## config.mk

```make
export PLATFORM = sky130hd
export DESIGN_NAME = loop_comp3
export DESIGN_NICKNAME = d
export VERILOG_FILES = /design/src/rtl/lc3_pkg.sv /design/src/rtl/lc3_history.sv /design/src/rtl/lc3_mac.sv /design/src/rtl/lc3_clamp.sv /design/src/rtl/loop_comp3.sv
export SDC_FILE = /design/constraint.sdc
export NUM_CORES = 2
export LEC_CHECK = 0
export ABC_AREA = 1
export BUFFER_PORTS_ARGS = -buffer_cell sky130_fd_sc_hd__buf_4
export CORE_MARGIN = 3
export CORE_UTILIZATION = 55
export CTS_CLUSTER_DIAMETER = 150
export DETAILED_ROUTE_END_ITERATION = 7
export HOLD_SLACK_MARGIN = 0.15
export PLACE_DENSITY = 0.8
export SLEW_MARGIN = 20
export SYNTH_ARGS = -nofsm -noshare
export SYNTH_HDL_FRONTEND = slang
export SYNTH_SLANG_ARGS = --single-unit
export TNS_END_PERCENT = 50
```

## constraint.sdc

```tcl
create_clock -name clk_i -period 15.2 [get_ports clk_i]
set_input_delay 2.28 -clock clk_i [delete_from_list [all_inputs] [get_ports clk_i]]
set_output_delay 2.28 -clock clk_i [all_outputs]
set_load 0.005 [all_outputs]
```

## src/rtl/lc3_pkg.sv

```systemverilog
package lc3_pkg;
  localparam int unsigned NCH = 2;
  localparam int unsigned NTAP_U = 4;
  localparam int unsigned NTAP_Y = 3;
  // numerator, u(n)..u(n-3), Q12
  localparam int B_COEF [NTAP_U] = '{12227, -11043, -12200, 11072};
  // feedback terms already carrying their sign, y(n-1)..y(n-3), Q12
  localparam int A_COEF [NTAP_Y] = '{8038, -4890, 948};
endpackage

```

## src/rtl/lc3_history.sv

```systemverilog
module lc3_history #(
  parameter int unsigned UW = 7,
  parameter int unsigned YW = 22
) (
  input  logic                 clk_i,
  input  logic                 rst_ni,
  input  logic                 we_i,
  input  logic signed [UW-1:0] u_i,
  input  logic signed [YW-1:0] y_i,
  output logic signed [UW-1:0] u_hist_o [lc3_pkg::NTAP_Y],
  output logic signed [YW-1:0] y_hist_o [lc3_pkg::NTAP_Y]
);
  localparam int unsigned D = lc3_pkg::NTAP_Y;

  always_ff @(posedge clk_i or negedge rst_ni) begin
    if (!rst_ni) begin
      for (int k = 0; k < D; k++) begin
        u_hist_o[k] <= '0;
        y_hist_o[k] <= '0;
      end
    end else if (we_i) begin
      u_hist_o[0] <= u_i;
      y_hist_o[0] <= y_i;
      for (int k = 1; k < D; k++) begin
        u_hist_o[k] <= u_hist_o[k-1];
        y_hist_o[k] <= y_hist_o[k-1];
      end
    end
  end
endmodule

```

## src/rtl/lc3_mac.sv

```systemverilog
module lc3_mac #(
  parameter int unsigned UW   = 7,
  parameter int unsigned YW   = 22,
  parameter int unsigned FRAC = 12,
  parameter int unsigned AW   = 48
) (
  input  logic signed [UW-1:0] u_i,
  input  logic signed [UW-1:0] u_hist_i [lc3_pkg::NTAP_Y],
  input  logic signed [YW-1:0] y_hist_i [lc3_pkg::NTAP_Y],
  output logic signed [YW-1:0] y_o
);
  import lc3_pkg::*;

  localparam longint YMAX_L = (64'sd1 <<< (YW - 1)) - 64'sd1;
  localparam longint YMIN_L = -(64'sd1 <<< (YW - 1));
  localparam logic signed [AW-1:0] YMAX = AW'(YMAX_L);
  localparam logic signed [AW-1:0] YMIN = AW'(YMIN_L);

  logic signed [AW-1:0] fwd, fbk, acc;

  always_comb begin
    fwd = AW'(B_COEF[0]) * AW'(u_i);
    for (int k = 1; k < NTAP_U; k++) begin
      fwd = fwd + AW'(B_COEF[k]) * AW'(u_hist_i[k-1]);
    end
    fbk = '0;
    for (int k = 0; k < NTAP_Y; k++) begin
      fbk = fbk + AW'(A_COEF[k]) * AW'(y_hist_i[k]);
    end
    acc = fwd + (fbk >>> FRAC);
    if (acc > YMAX)      y_o = YW'(YMAX);
    else if (acc < YMIN) y_o = YW'(YMIN);
    else                 y_o = YW'(acc);
  end
endmodule

```

## src/rtl/lc3_clamp.sv

```systemverilog
module lc3_clamp #(
  parameter int unsigned DW   = 6,
  parameter int unsigned YW   = 22,
  parameter int unsigned FRAC = 12
) (
  input  logic signed [YW-1:0] y_i,
  input  logic        [DW-1:0] ref_i,
  input  logic        [DW-1:0] hi_i,
  input  logic        [DW-1:0] lo_i,
  output logic        [DW-1:0] duty_o
);
  localparam int unsigned VW = YW + 2;

  logic signed [YW-1:0] y_int;
  logic signed [VW-1:0] val, hi_w, lo_w;

  assign y_int = y_i >>> FRAC;
  assign val   = VW'(y_int) + VW'($signed({1'b0, ref_i}));
  assign hi_w  = VW'($signed({1'b0, hi_i}));
  assign lo_w  = VW'($signed({1'b0, lo_i}));

  // high limit has priority when the window is inverted
  always_comb begin
    if (val > hi_w)      duty_o = hi_i;
    else if (val < lo_w) duty_o = lo_i;
    else                 duty_o = DW'(val);
  end
endmodule

```

## src/rtl/loop_comp3.sv

```systemverilog
module loop_comp3 #(
  parameter int unsigned DW   = 6,
  parameter int unsigned FRAC = 12,
  parameter int unsigned YW   = 22,
  parameter int unsigned AW   = 48
) (
  input  logic          clk_i,
  input  logic          rst_ni,
  input  logic          start_i,
  input  logic          chan_sel_i,
  input  logic          sample_valid_i,
  input  logic [DW-1:0] sample_i,
  input  logic [DW-1:0] ref_code_i,
  input  logic [DW-1:0] lim_hi_i,
  input  logic [DW-1:0] lim_lo_i,
  output logic [DW-1:0] duty_o
);
  import lc3_pkg::*;

  localparam int unsigned UW = DW + 1;

  logic                 running_q;
  logic                 acc_en;
  logic signed [UW-1:0] u_now;
  logic signed [YW-1:0] y_new;
  logic        [DW-1:0] duty_d;

  logic signed [UW-1:0] u_h [NCH][NTAP_Y];
  logic signed [YW-1:0] y_h [NCH][NTAP_Y];

  assign acc_en = running_q & sample_valid_i;
  assign u_now  = $signed({1'b0, ref_code_i}) - $signed({1'b0, sample_i});

  for (genvar ch = 0; ch < NCH; ch++) begin : g_chan
    logic we;
    assign we = acc_en && (chan_sel_i == 1'(ch));
    lc3_history #(.UW(UW), .YW(YW)) u_hist (
      .clk_i   (clk_i),
      .rst_ni  (rst_ni),
      .we_i    (we),
      .u_i     (u_now),
      .y_i     (y_new),
      .u_hist_o(u_h[ch]),
      .y_hist_o(y_h[ch])
    );
  end

  lc3_mac #(.UW(UW), .YW(YW), .FRAC(FRAC), .AW(AW)) u_mac (
    .u_i     (u_now),
    .u_hist_i(u_h[chan_sel_i]),
    .y_hist_i(y_h[chan_sel_i]),
    .y_o     (y_new)
  );

  lc3_clamp #(.DW(DW), .YW(YW), .FRAC(FRAC)) u_clamp (
    .y_i   (y_new),
    .ref_i (ref_code_i),
    .hi_i  (lim_hi_i),
    .lo_i  (lim_lo_i),
    .duty_o(duty_d)
  );

  always_ff @(posedge clk_i or negedge rst_ni) begin
    if (!rst_ni) begin
      running_q <= 1'b0;
      duty_o    <= '0;
    end else begin
      running_q <= running_q | start_i;
      if (!running_q)  duty_o <= ref_code_i;
      else if (acc_en) duty_o <= duty_d;
    end
  end
endmodule

```

==> impl_results.md <==
* Number of global-route vias before repair at 31,500
* Number of slew-limit violations in the final report at 0
* Avg Synthesized Cell Area at 8.20 um^2
* Status: finished clean
* Final non-filler cell area at 42,200 um^2
* Maximum buffer depth of the clock tree at 2
* CTS tree: built
* Cells on Worst Hold Path at 2
* Critical Path Start Type: input port
* Max-slew headroom at 0.302
* Hold bufs inserted after CTS at 0
* Pin count of the biggest net entering global routing at 110
* Leading cell types in the layout, fill and taps excluded: 1,172 x sky130_fd_sc_hd__inv_1, 865 x sky130_fd_sc_hd__nand2_1, 594 x sky130_fd_sc_hd__ha_1
* Final worst clock skew at 0.0158 ns
* GP Congestion at 1.00
* Count of cells along the worst register-to-register path at 69
* Yosys warning total at 0
* Layout cell share with drive strength beyond 1 at 0.108
* Top-Level Pins at 35
* Core Footprint at 67,500 um^2
* Worst R2R End: duty_o[2]
* Source of the worst hold timing path: g_chan[0].u_hist.u_hist_o[4]
* Final total negative setup slack at 0 ns
* R2r setup slk at 2.34 ns
* Most common library cell in the layout ignoring fill and taps: sky130_fd_sc_hd__inv_1
* Share of Yosys cell area claimed by the top area cell type at 0.284
* Total of max-cap violations at 0
* CP peak stage delay at 0.56 ns
* Number of H-tree levels at 4
* Routed wirelength normalized by instance count at 16.9 um
* Number of enable-type register cells in the synthesized netlist at 0
* Proportion of synthesized flip-flops having asynchronous set or reset at 1.00
* Critical Path Most Common Cell: sky130_fd_sc_hd__nand2_1
* Post-route DRC at 0
* Destination of the worst hold path: g_chan[0].u_hist.u_hist_o[4]
* Biggest area consumer among synthesized cells: sky130_fd_sc_hd__fa_1
* Worst-path cell with the longest stage delay: sky130_fd_sc_hd__fa_1
* Clock slew at reported path FFs at 0.08 ns
* Number of synthesized register bits at 181
* Antenna violations before repair at 1
* Slew @ Worst Pin at 1.04 ns
* Tmin final at 14.56 ns
* Final non-filler cell total at 5,792
* Input/output buffers at 34
* Final period util at 0.958
* Worst skew pair latency at 0.48 ns
* Worst Path Required at 15.62 ns
* Height of the die at 268 um
* Post-Synthesis Cell Area at 37,600 um^2
* First-pass GRT wire length at 159,000 um
* Setup Crit Path Kind: input port to flop
* Starting Density at 0.557
* Cell chosen for the clock root: sky130_fd_sc_hd__clkbuf_16
* Sum of net half-perimeters after detailed placement at 84,900 um
* Dominant synthesized flop cell: sky130_fd_sc_hd__dfrtp_1
* Number of placed cells counting well taps at 5,750
* Startpoint of the most critical register-to-register path: g_chan[1].u_hist.y_hist_o[29]
* Total CTS buffers at 17
* Area growth from synthesis to layout at 12.0%
* Global-route total usage across every layer at 0.282
* Number of detailed-routing iterations run before antenna repair at 6
* Core utilization of the finished layout at 0.625
* F_max at 68.7 MHz
* Full die area at 71,600 um^2
* Critical path capture point type: flop
* Mean number of vias per cell at 5.26
* Worst min-delay path category: flop to flop
* Data arrival time of the worst path at 14.98 ns
* # clock sinks at 181
* Syn Inst Count at 4,592
* Number of routed nets with antenna violations at 0
* Worst Path Max Fanout at 12
* Post-Place Cell Area at 41,100 um^2
* Largest cells by area after synthesis: sky130_fd_sc_hd__fa_1 28%, sky130_fd_sc_hd__ha_1 20%, sky130_fd_sc_hd__dfrtp_1 12%
* Nets in the synthesized netlist at 5,758
* Aggregate global routing overflow at 0
* Die span in x at 268 um
* Final Hold Viols at 0
* Via count of the routed design at 30,500
* Core Rows at 95
* Final number of setup-violating endpoints at 0
* Starting DRC count in detailed routing at 2,305
* Number of nets at the end of the flow at 6,071
* Count of distinct cell types in the synthesized netlist at 54
* Sequential cell area fraction in the yosys report at 0.120
* Detailed Route WL at 97,900 um
==> sequential cells by signal, summed over array words and instances (netlist names) <==
register and flops:
g_chan.u_hist.y_hist_o 132, duty_o 6, running_q 1, g_chan.u_hist.u_hist_o 42
==> metrics by stage <==
stage	worst slack, ns	hold slack (ns)
2_1_floorplan	0.0229	0.434
3_3_place_gp	-0.157	0.446
3_5_place_dp	-0.421	0.453
4_1_cts	0.0316	0.473
5_1_grt	-0.124	0.485
6_report	0.641	0.473
==> timing repair <==
action | in CTS | in global routing
endpoints found under the hold margin | 0 | 0
resized for setup | 0 | 108
setup buffers | 0 | 9
endpoints found under the setup margin | 0 | 6
==> cell type report <==
type | count | area [um^2]
sequential | 181 | 4530
multi-input combinational | 3157 | 28800
inverter | 1193 | 4480
clock buffer | 17 | 425
timing repair buffer | 355 | 2690
tap | 873 | 1090
antenna | 1 | 2.50
clock inverter | 15 | 176
fill | 5613 | 25300
==> per-layer routing <==
layer | vias up | wire length, um | track usage
met1 | 14600 | 40400 | 0.356
met2 | 876 | 47500 | 0.488
met5 | - | 0 | 0
li1 | 14700 | - | -
met3 | 239 | 5050 | 0.0370
met4 | 0 | 4870 | 0.121
==> Yosys cell counts, types with 13 or more instances <==
master / number
sky130_fd_sc_hd__inv_1: 1175
sky130_fd_sc_hd__o21ai_0: 290
sky130_fd_sc_hd__o21a_1: 14
sky130_fd_sc_hd__fa_1: 533
sky130_fd_sc_hd__nand4_1: 21
sky130_fd_sc_hd__o211ai_1: 13
sky130_fd_sc_hd__nand2_1: 872
sky130_fd_sc_hd__clkbuf_1: 57
sky130_fd_sc_hd__o21ai_1: 18
sky130_fd_sc_hd__o21bai_1: 23
sky130_fd_sc_hd__xnor2_1: 81
sky130_fd_sc_hd__or2_2: 15
sky130_fd_sc_hd__nor2_1: 126
sky130_fd_sc_hd__a21oi_1: 210
sky130_fd_sc_hd__nand3_1: 90
sky130_fd_sc_hd__xor2_1: 132
sky130_fd_sc_hd__dfrtp_1: 181
sky130_fd_sc_hd__inv_2: 13
sky130_fd_sc_hd__ha_1: 604
==> cells by family (layout without fill, tap and decap cells) <==
kind of cell / Yosys count / in the layout / share of synthesized area
buffers and inverters: 1254 / 1580 / 0.125
xor gates and xnor gates: 213 / 213 / 0.0496
adders and majority gates: 1137 / 1137 / 0.484
and+or+nand+nor: 1176 / 1176 / 0.128
other: 2 / 3 / 0.000200
DFF: 181 / 181 / 0.120
AOI/OAI and AO/OA: 629 / 629 / 0.0919
==> critical path, delay by kind of cell <==
family	cells	cell delay (ns)
compound gates	16	2.63
buf+inv	15	1.81
simple gates	22	2.43
fa+ha+maj	13	5.18
xor+xnor	3	0.58
==> how the worst max path moves through the flow <==
stage	from	endpoint	depth (start not counted)
finish	chan_sel_i	duty_o[2]	69
global route	chan_sel_i	duty_o[0]	67
CTS	chan_sel_i	duty_o[2]	67
detailed placement	chan_sel_i	duty_o[2]	67
global placement	chan_sel_i	duty_o[2]	68
floorplan	chan_sel_i	duty_o[2]	71
Power is left out: the tool's default activity adds up to more than one toggle a clock period on the data nets, which glitch-free logic cannot reach.
